===== src/rtl/adc_seq_pkg.sv =====
package adc_seq_pkg;
  localparam int NUM_CH = 24;
  localparam int CH_W   = $clog2(NUM_CH);

  typedef enum logic [1:0] {
    MODE_SINGLE = 2'b00,
    MODE_SCAN4  = 2'b01,
    MODE_SCAN8  = 2'b10,
    MODE_SCAN12 = 2'b11
  } scan_mode_e;

  typedef enum logic [1:0] {
    SQ_IDLE = 2'd0,
    SQ_REQ  = 2'd1,
    SQ_WAIT = 2'd2
  } seq_state_e;

  // Bank base: 0 for the lower bank, 12 for the upper.
  function automatic logic [CH_W-1:0] bank_base(logic [3:0] sel);
    return sel[3] ? CH_W'(12) : CH_W'(0);
  endfunction

  // Group index within a bank, saturated at 2.
  function automatic logic [1:0] bank_group(logic [3:0] sel);
    return (sel[1:0] == 2'd3) ? 2'd2 : sel[1:0];
  endfunction

  function automatic logic [CH_W-1:0] range_first(scan_mode_e m, logic [3:0] sel);
    case (m)
      MODE_SINGLE: return {1'b0, sel};
      MODE_SCAN4:  return bank_base(sel) + {1'b0, bank_group(sel), 2'b00};
      default:     return bank_base(sel);
    endcase
  endfunction

  function automatic logic [CH_W-1:0] range_last(scan_mode_e m, logic [3:0] sel);
    case (m)
      MODE_SINGLE: return {1'b0, sel};
      MODE_SCAN4:  return bank_base(sel) + {1'b0, bank_group(sel), 2'b11};
      MODE_SCAN8:  return bank_base(sel) + CH_W'(7);
      default:     return bank_base(sel) + CH_W'(11);
    endcase
  endfunction
endpackage


===== src/rtl/adc_seq_regs.sv =====
module adc_seq_regs
  import adc_seq_pkg::*;
(
  input  logic       clk,
  input  logic       rst_n,
  input  logic       wr_en,
  input  logic [9:0] wdata,
  input  logic       pass_done,
  input  logic       seq_stop,
  output scan_mode_e mode,
  output logic [3:0] sel,
  output logic       rpt,
  output logic       ien,
  output logic       start,
  output logic       flag
);
  always_ff @(posedge clk) begin
    if (!rst_n) begin
      mode  <= MODE_SINGLE;
      sel   <= '0;
      rpt   <= 1'b0;
      ien   <= 1'b0;
      start <= 1'b0;
      flag  <= 1'b0;
    end else begin
      if (wr_en) begin
        if (!start) begin
          mode <= scan_mode_e'(wdata[5:4]);
          sel  <= wdata[3:0];
        end
        rpt   <= wdata[6];
        ien   <= wdata[7];
        start <= wdata[8];
        flag  <= flag & wdata[9];
      end
      // Hardware events take priority over a software write in the same cycle.
      if (pass_done) flag  <= 1'b1;
      if (seq_stop)  start <= 1'b0;
    end
  end
endmodule


===== src/rtl/adc_seq_engine.sv =====
module adc_seq_engine
  import adc_seq_pkg::*;
(
  input  logic            clk,
  input  logic            rst_n,
  input  logic            start,
  input  logic            rpt,
  input  scan_mode_e      mode,
  input  logic [3:0]      sel,
  input  logic            conv_done,
  output logic            conv_req,
  output logic [CH_W-1:0] conv_ch,
  output logic            store,
  output logic            pass_done,
  output logic            seq_stop
);
  seq_state_e      state;
  logic [CH_W-1:0] cur_ch, first_q, last_q;
  logic            single_q;
  logic            at_last, rpt_eff, keep_going;

  assign at_last    = (cur_ch == last_q);
  assign rpt_eff    = rpt && !single_q;
  assign store      = (state == SQ_WAIT) && conv_done;
  assign pass_done  = store && at_last;
  assign seq_stop   = pass_done && !rpt_eff;
  assign keep_going = start && (!at_last || rpt_eff);
  assign conv_req   = (state == SQ_REQ);
  assign conv_ch    = cur_ch;

  always_ff @(posedge clk) begin
    if (!rst_n) begin
      state    <= SQ_IDLE;
      cur_ch   <= '0;
      first_q  <= '0;
      last_q   <= '0;
      single_q <= 1'b0;
    end else begin
      case (state)
        SQ_IDLE: if (start) begin
          first_q  <= range_first(mode, sel);
          last_q   <= range_last(mode, sel);
          cur_ch   <= range_first(mode, sel);
          single_q <= (mode == MODE_SINGLE);
          state    <= SQ_REQ;
        end
        SQ_REQ: state <= SQ_WAIT;
        SQ_WAIT: if (conv_done) begin
          if (keep_going) begin
            cur_ch <= at_last ? first_q : cur_ch + CH_W'(1);
            state  <= SQ_REQ;
          end else begin
            state  <= SQ_IDLE;
          end
        end
        default: state <= SQ_IDLE;
      endcase
    end
  end
endmodule


===== src/rtl/adc_seq_results.sv =====
module adc_seq_results #(
  parameter int NUM   = 24,
  parameter int IDX_W = 5,
  parameter int RES_W = 10
) (
  input  logic             clk,
  input  logic             rst_n,
  input  logic             wr_en,
  input  logic [IDX_W-1:0] wr_idx,
  input  logic [RES_W-1:0] wr_data,
  input  logic [IDX_W-1:0] rd_idx,
  output logic [RES_W-1:0] rd_data
);
  logic [RES_W-1:0] mem_q [NUM];

  for (genvar i = 0; i < NUM; i++) begin : g_ent
    always_ff @(posedge clk) begin
      if (!rst_n)                                  mem_q[i] <= '0;
      else if (wr_en && (wr_idx == IDX_W'(i)))     mem_q[i] <= wr_data;
    end
  end

  assign rd_data = (rd_idx < IDX_W'(NUM)) ? mem_q[rd_idx] : '0;
endmodule


===== src/rtl/adc_seq_ctrl.sv =====
module adc_seq_ctrl
  import adc_seq_pkg::*;
#(
  parameter int RES_W  = 10,
  parameter int DATA_W = 16,
  parameter int ADDR_W = 6
) (
  input  logic              clk,
  input  logic              rst_n,
  input  logic              reg_we,
  input  logic [ADDR_W-1:0] reg_addr,
  input  logic [DATA_W-1:0] reg_wdata,
  output logic [DATA_W-1:0] reg_rdata,
  output logic              conv_req,
  output logic [CH_W-1:0]   conv_ch,
  input  logic              conv_done,
  input  logic [RES_W-1:0]  conv_data,
  output logic              irq
);
  localparam int PAD = DATA_W - RES_W;

  scan_mode_e       ctl_mode;
  logic [3:0]       ctl_sel;
  logic             ctl_rpt, ctl_ien, ctl_start, ctl_flag;
  logic             ctrl_wr, store, pass_done, seq_stop;
  logic [RES_W-1:0] res_rd;
  logic             unused_wbits;

  assign ctrl_wr      = reg_we && (reg_addr == '0);
  assign unused_wbits = ^reg_wdata[DATA_W-1:10];

  adc_seq_regs u_regs (
    .clk(clk), .rst_n(rst_n), .wr_en(ctrl_wr), .wdata(reg_wdata[9:0]),
    .pass_done(pass_done), .seq_stop(seq_stop),
    .mode(ctl_mode), .sel(ctl_sel), .rpt(ctl_rpt), .ien(ctl_ien),
    .start(ctl_start), .flag(ctl_flag)
  );

  adc_seq_engine u_engine (
    .clk(clk), .rst_n(rst_n), .start(ctl_start), .rpt(ctl_rpt),
    .mode(ctl_mode), .sel(ctl_sel), .conv_done(conv_done),
    .conv_req(conv_req), .conv_ch(conv_ch), .store(store),
    .pass_done(pass_done), .seq_stop(seq_stop)
  );

  adc_seq_results #(.NUM(NUM_CH), .IDX_W(CH_W), .RES_W(RES_W)) u_results (
    .clk(clk), .rst_n(rst_n), .wr_en(store), .wr_idx(conv_ch),
    .wr_data(conv_data), .rd_idx(reg_addr[CH_W-1:0]), .rd_data(res_rd)
  );

  assign irq = ctl_flag & ctl_ien;

  always_comb begin
    if (reg_addr[ADDR_W-1])
      reg_rdata = {{PAD{1'b0}}, res_rd};
    else if (reg_addr == '0)
      reg_rdata = DATA_W'({ctl_flag, ctl_start, ctl_ien, ctl_rpt, ctl_mode, ctl_sel});
    else
      reg_rdata = '0;
  end
endmodule


===== config.mk =====
export PLATFORM = sky130hd
export DESIGN_NAME = adc_seq_ctrl
export DESIGN_NICKNAME = d
export VERILOG_FILES = /design/src/rtl/adc_seq_pkg.sv /design/src/rtl/adc_seq_regs.sv /design/src/rtl/adc_seq_engine.sv /design/src/rtl/adc_seq_results.sv /design/src/rtl/adc_seq_ctrl.sv
export SDC_FILE = /design/constraint.sdc
export NUM_CORES = 1
export LEC_CHECK = 0
export ABC_AREA = 1
export ABC_CLOCK_PERIOD_IN_PS = 6100
export BUFFER_PORTS_ARGS = -buffer_cell sky130_fd_sc_hd__buf_2
export CAP_MARGIN = 40
export CORE_UTILIZATION = 30
export DETAILED_ROUTE_END_ITERATION = 7
export PLACE_DENSITY = 0.47
export SLEW_MARGIN = 5
export SYNTH_ARGS = -nofsm -noshare
export SYNTH_HDL_FRONTEND = slang
export SYNTH_HIERARCHICAL = 1
export SYNTH_SLANG_ARGS = --single-unit

===== constraint.sdc =====
create_clock -name clk -period 6.1 [get_ports clk]
set_clock_uncertainty 0.05 [all_clocks]
set_input_delay 1.22 -clock clk [delete_from_list [all_inputs] [get_ports clk]]
set_output_delay 1.22 -clock clk [all_outputs]
set_load 0.01 [all_outputs]

==> out/qor.txt, run 1 <==
Final HPWL DP = 24100 µm
DRC = 0
Gates resized, CTS repair = 0
number of global-route vias before repair = 9750
DP Worst Slack = 1580 ps
Synthesis Warnings = 6
status = completed
clock sinks = 268
FFs w/ async S/R, synth = 0
commonest non-fill, non-tap cell in the layout = nand2_1
Root Driver = clkbuf_16
CP top delay family = buffers and inverters
cell count after synthesis = 1556
Worst IR Drop VDD = 0.000167 V
Leak Pwr = 0.00647 µW
clk_lat worst skew = 570 ps
Worst-path clk slew = 50 ps
post-CTS setup buffers = 0
most frequent cell on the critical path = nand2_1
Worst Setup Start Kind = input port
initial antenna violation count = 0
GRT overflow = 0
drt via density = 4.65
post-route clock period utilization = 0.746
Clock Path Buffers = 3
Fin. Hold Viols = 0
Num CTS Buffers = 31
slowest CP cell = buf_2
Hold Path Class = reg2reg
CP arrival = 3280 ps
max incr delay on CP = 470 ps
wire length per cell = 17.4 µm
first-pass GRT wire length = 57900 µm
Die X-Extent = 215 µm
Initial DRC Count = 669
largest net degree at the start of global routing = 50
Unique masters post-synth = 39
FP Rows = 77
power density cells = 268 nW/µm²
most frequent cells in the layout = 350 x nand2_1, 343 x nor2_1, 240 x edfxtp_1, 174 x inv_1, 140 x nand3_1
CP Buf/Inv Count = 3
CP Max Fanout = 27
cell area after synthesis = 13600 µm²
placer's final routability congestion estimate = 0.818
Routed WL = 38100 µm
RSZ-0062 raised after global routing = false
ys flop type = edfxtp_1
number of synthesized flops with an enable pin = 240
type of the worst setup path = in2out
routed vias = 10204
Yosys reg bits = 268
crit-path cells = buf_2 > buf_4 > nand3_1 > nand3_1 > nand3_1 > nand2_1 > nand2_1 > nand2_1 > nand2_1 > nand2_1 > buf_2
hold bufs inserted after CTS = 0
setup ws final = 1550 ps
die area = 46100 µm²
fin crit period = 4550 ps
die height = 215 µm
CP endpoint kind = primary output
Starting Density = 0.306
number of port buffers = 46
setup_tns = 0 ps
fin nets = 1621
final setup fails = 0
CTS tree = yes
Syn Area/Cell = 8.72 µm²
share of cells above drive strength 1 = 0.117
Antenna Nets Post-Route = 0
Slew @ Worst Pin = 820 ps
diodes inserted = 0
relative slew slack = 0.453
register area share after synthesis = 0.572
Ports = 59
DRT Pass-1 Iters = 5
fmax = 220 MHz
overall routing resource usage = 0.164
CTS HTree Levels = 1
Max Cap Viol = 0
Crit path required time = 4830 ps
core area = 44400 µm²
Slew Viols, Final = 0
Area Overhead vs Synth = 12.6%
-- Yosys cell counts (15+ instances only) --
master / number / area share
nand2_1: 350 / 0.097
nor2_1: 343 / 0.095
edfxtp_1: 240 / 0.53
inv_1: 175 / 0.048
nand3_1: 140 / 0.052
o21ai_0: 57 / 0.021
buf_2: 38 / 0.014
clkbuf_1: 35 / 0.0097
dfxtp_1: 28 / 0.041
nand3_2: 25 / 0.018
o211ai_1: 20 / 0.011
nand4_1: 15 / 0.0069
-- worst reg2reg max path, stage by stage, from the launching register on --
cell and delay [ps]:
dfxtp_1 370, inv_2 60, nor2_4 210, inv_2 150, nor2_4 160, nand2_1 250
nor3_4 590, nand2_1 120, nand2_1 460
-- flip-flops by register name (all words and copies together) (netlist names) --
signal / count
u_results/mem_q: 240
u_engine/conv_ch: 5
u_engine/first_q: 5
u_engine/last_q: 5
u_regs/sel: 4
u_engine/state: 2
u_regs/mode: 2
u_engine/single_q: 1
u_regs/flag: 1
u_regs/ien: 1
u_regs/rpt: 1
u_regs/start: 1
-- final timing paths --
| check | start | to | slack, ps | cells after the start |
|---|---|---|---|---|
| setup / recovery | reg_addr[1] | reg_rdata[8] | 1550 | 11 |
| hold reg to reg | u_engine/first_q[0] | u_engine/first_q[0] | 410 | 2 |
| setup reg to reg | u_engine/state[1] | u_results/mem_q[9][7] | 3310 | 8 |
| hold / removal | u_engine/first_q[0] | u_engine/first_q[0] | 410 | 2 |
-- routing by layer --
layer  vias to the layer above  track usage  part of all wire
met5                         -            0                 0
met4                         0       0.0476             0.026
met3                        52       0.0232             0.048
met2                       259        0.272              0.47
met1                      4845        0.221              0.46
li1                       5048            -                 -
-- cell type report --
cell class / count / area [µm²]
fill: 4615 / 29100
timing repair buffer: 71 / 480
tap: 592 / 741
inverter: 186 / 699
clock inverter: 20 / 101
clock buffer: 37 / 808
sequential: 268 / 7770
multi-input combinational: 1019 / 4690
-- stage by stage --
stage,utilization,instances,hold WS (ps),power [µW],area [µm²]
after floorplan,-,1561,379,2310,13600
after global placement,0.321,2129,401,2430,14300
after detailed placement,0.324,2136,404,2440,14400
after CTS,0.344,2193,413,4140,15300
after global routing,0.344,2193,426,4240,15300
final,0.344,2193,406,4090,15300
-- power by group --
group          internal, µW  total, µW  switching (µW)  leakage [µW]
logic                  86.8        339             252       0.00331
clock network           938       1690             751      0.000460
registers              2050       2070            16.2       0.00270
-- cells by family (layout without fill, tap and decap cells) --
group,after synthesis,count (layout),synth area share
flip-flops,268,268,0.572
AO/OA/AOI/OAI,90,90,0.0378
XOR/XNOR,4,4,0.00313
AND/OR/NAND/NOR,911,911,0.294
adder cells (fa/ha/maj),8,8,0.00848
buffers and inverters,274,314,0.0838
other,1,6,0.000276
(Power assumes the default switching activity.)
==> run 2, diff against run 1 <==
Settings changed: ABC_CLOCK_PERIOD_IN_PS 6100 to 4100, PLACE_DENSITY 0.47 to 0.48.
Clock period 6.1 ns to 4.1 ns, I/O delays scaled along.
==> out/qor.txt, run 2 (synthesis gave the netlist of run 1 again) <==
status = completed
Max Cap Viol = 0
RSZ-0062 raised after global routing = false
Worst-path clk slew = 60 ps
Num CTS Buffers = 30
commonest non-fill, non-tap cell in the layout = nand2_1
hold bufs inserted after CTS = 0
total power = 6130 µW
share of cells above drive strength 1 = 0.112
FP Rows = 77
diodes inserted = 0
Starting Density = 0.306
drt via density = 4.68
Slew @ Worst Pin = 861 ps
type of the worst setup path = in2out
DRC = 0
Root Driver = clkbuf_16
routed vias = 10266
initial antenna violation count = 1
final setup fails = 0
core area = 44400 µm²
first-pass GRT wire length = 59400 µm
fmax = 270 MHz
wire length per cell = 17.5 µm
Gates resized, CTS repair = 0
CP Max Fanout = 46
CP arrival = 2830 ps
Clock Path Buffers = 3
Post-DP Area = 14400 µm²
CTS tree = yes
Routed WL = 38400 µm
most frequent cells in the layout = 350 x nand2_1, 343 x nor2_1, 240 x edfxtp_1, 174 x inv_1, 140 x nand3_1
clk_lat worst skew = 560 ps
setup ws final = 400 ps
fin crit period = 3700 ps
overall routing resource usage = 0.167
Ports = 59
Leak Pwr = 0.00647 µW
power density cells = 400 nW/µm²
post-route clock period utilization = 0.902
Fin. Hold Viols = 0
post-CTS setup buffers = 0
Antenna Nets Post-Route = 0
Final Cell Area = 15300 µm²
setup_tns = 0 ps
placer's final routability congestion estimate = 0.854
Final HPWL DP = 24700 µm
CTS HTree Levels = 1
Slew Viols, Final = 0
Reg with most FFs = u_results/mem_q
CP endpoint kind = primary output
Hold Path Class = reg2reg
fin nets = 1621
Worst Setup Start Kind = input port
GRT overflow = 0
number of global-route vias before repair = 10062
die area = 46100 µm²
relative slew slack = 0.426
clock sinks = 268
Die X-Extent = 215 µm
Worst IR Drop VDD = 0.000291 V
Initial DRC Count = 731
Largest register FFs = 240
DP Worst Slack = 423 ps
Area Overhead vs Synth = 12.8%
largest net degree at the start of global routing = 71
Crit path required time = 3230 ps
die height = 215 µm
number of port buffers = 46
DRT Pass-1 Iters = 7
## run 2: cell types whose count changed in the layout (fill, tap and decap cells not counted)
cell	change
clkbuf_8	+1
clkinv_4	-1
clkinv_1	+3
o21ai_0	+3
clkinvlp_4	-1
bufinv_16	+1
clkinv_2	-9
buf_16	-1
o21ai_1	-3
buf_12	+2
clkbuf_1	+5
## run 2: final timing paths
kind	end	from	cells after the start	slack [ps]
worst max-delay path	reg_rdata[2]	reg_addr[0]	13	400
worst min-delay path	u_engine/first_q[0]	u_engine/first_q[0]	2	410
worst max register to register	u_results/mem_q[9][2]	u_engine/state[1]	8	1450
worst min register to register	u_engine/first_q[0]	u_engine/first_q[0]	2	410
## run 2: power by group
| group | total [µW] | switching [µW] | internal, µW |
|---|---|---|---|
| clock network | 2550 | 1080 | 1470 |
| registers | 3070 | 23.6 | 3050 |
| logic | 507 | 377 | 130 |
## run 2: routing by layer
layer,up-vias,GRT usage,share of wire
met2,224,0.276,0.47
li1,5044,-,-
met5,-,0,0
met3,39,0.0234,0.047
met4,0,0.0369,0.017
met1,4959,0.233,0.47
## run 2: layout make-up
class	instances	area (µm²)
clock buffers	43	841
clock inverters	13	81.3
fillers	4642	29100
inverters	186	699
multi-input cells	1019	4690
flip-flops and latches	268	7770
well taps	592	741
repair buffers	72	493
## run 2: worst max-delay path, stage by stage
cell	delay, ps
buf_4	280
buf_4	520
nand2_1	110
nand2_1	100
nand2_1	50
nand3_1	140
nand3_1	110
nand2_1	150
nand2_1	110
nand2_1	120
nand2_1	70
nand2_1	90
buf_2	140
## run 2: stage by stage
step,hold slack (ps),instances,util
floorplan,379,1561,-
global placement,400,2135,0.323
detailed placement,408,2137,0.324
CTS,405,2193,0.345
global route,420,2193,0.345
finish,414,2193,0.345
==> run 3, diff against run 2 <==
--- a/constraint.sdc
+++ b/constraint.sdc
@@ -4,2 +4,2 @@
 set_output_delay 0.82 -clock clk [all_outputs]
-set_load 0.01 [all_outputs]
+set_load 0.02 [all_outputs]
==> out/qor.txt, run 3 (synthesis gave the netlist of run 1 again) <==
status = completed
combinational share of power = 0.086
setup_tns = 0 ps
final setup fails = 0
most frequent cells in the layout = 350 x nand2_1, 343 x nor2_1, 240 x edfxtp_1, 174 x inv_1, 140 x nand3_1
Largest register FFs = 240
Slew Viols, Final = 0
overall routing resource usage = 0.164
fin crit period = 3570 ps
Root Driver = clkbuf_16
number of global-route vias before repair = 9886
Antenna Nets Post-Route = 0
Starting Density = 0.306
Clock Path Buffers = 3
setup ws final = 533 ps
clock share of power = 0.404
Ports = 59
Psw = 1480 µW
DRC = 0
core area = 44400 µm²
Reg with most FFs = u_results/mem_q
relative slew slack = 0.436
fmax = 280 MHz
clk_lat worst skew = 560 ps
wire length per cell = 17.4 µm
Hold Path Class = reg2reg
Initial DRC Count = 856
Max Cap Viol = 0
Worst-path clk slew = 60 ps
DP Worst Slack = 577 ps
Net Sw Frac = 0.245
Routed WL = 38200 µm
Fin. Hold Viols = 0
first-pass GRT wire length = 58200 µm
Crit path required time = 3230 ps
FP Rows = 77
CTS tree = yes
Leak Pwr = 0.00644 µW
type of the worst setup path = in2out
GRT overflow = 0
CTS HTree Levels = 1
drt via density = 4.74
routed vias = 10373
initial antenna violation count = 0
post-placement cell count = 2136
RSZ-0062 raised after global routing = false
commonest non-fill, non-tap cell in the layout = nand2_1
Final HPWL DP = 24200 µm
fin nets = 1621
internal cell power = 4550 µW
Die X-Extent = 215 µm
Slew @ Worst Pin = 844 ps
clock sinks = 268
Worst Setup Start Kind = input port
Num CTS Buffers = 31
Non-Filler Instances = 2190
number of port buffers = 46
die height = 215 µm
post-route clock period utilization = 0.870
total power = 6030 µW
CP Max Fanout = 50
Gates resized, CTS repair = 0
die area = 46100 µm²
Area Overhead vs Synth = 12.5%
share of cells above drive strength 1 = 0.109
CP arrival = 2700 ps
largest net degree at the start of global routing = 71
Worst IR Drop VDD = 0.000296 V
post-CTS setup buffers = 0
hold bufs inserted after CTS = 0
placer's final routability congestion estimate = 0.851
CP endpoint kind = primary output
DRT Pass-1 Iters = 5
register share of total power = 0.510
power density cells = 395 nW/µm²
diodes inserted = 0
## run 3: changes by cell type in the layout (fill, tap and decap cells not counted), sizes merged
cell and delta:
clkinv +1, buf -1, clkbuf -2, bufinv -1
## run 3: power by group through the flow
stage	clock (µW)	combinational, µW	sequential (µW)
CTS	2500	522	3070
detailed placement	0	520	3130
floorplan	0	329	3120
finish	2430	520	3070
global route	2610	567	3080
global placement	0	514	3130
## run 3: final timing paths
path / start / end / slack (ps) / cells past startpoint
worst min-delay path: u_engine/first_q[0] / u_engine/first_q[0] / 400 / 2
worst max register to register: u_engine/state[1] / u_results/mem_q[16][6] / 1400 / 9
worst min register to register: u_engine/first_q[0] / u_engine/first_q[0] / 400 / 2
worst max-delay path: reg_addr[0] / reg_rdata[7] / 530 / 13
## run 3: worst max-delay path, cell delays in order
cell	delay, ps
buf_4	250
clkinv_2	160
buf_12	210
nand2_1	100
nand3_1	110
nand3_1	170
nand3_1	130
nand2_1	140
nand2_1	80
nand2_1	160
nand2_1	90
nand2_1	70
buf_2	160
## run 3: metrics by stage
stage	hold WS [ps]	instance area, µm²	utilization
3_5_place_dp	399	14400	0.324
5_1_grt	429	15300	0.344
6_report	404	15300	0.344
4_1_cts	410	15300	0.344
3_3_place_gp	396	14400	0.324
2_1_floorplan	379	13600	-
## run 3: final cells by class
type	count	area [µm²]
Fill cell	4594	29100
Clock inverter	13	53.8
Sequential cell	268	7770
Tap cell	592	741
Clock buffer	41	813
Timing Repair Buffer	71	503
Multi-Input combinational cell	1019	4690
Inverter	186	699
## run 3: routing by layer
| metal | vias to the layer above | global-route usage | wire [µm] |
|---|---|---|---|
| met3 | 62 | 0.0290 | 2440 |
| li1 | 5044 | - | - |
| met2 | 296 | 0.259 | 17100 |
| met5 | - | 0 | 0 |
| met1 | 4971 | 0.229 | 17600 |
| met4 | 0 | 0.0486 | 1080 |
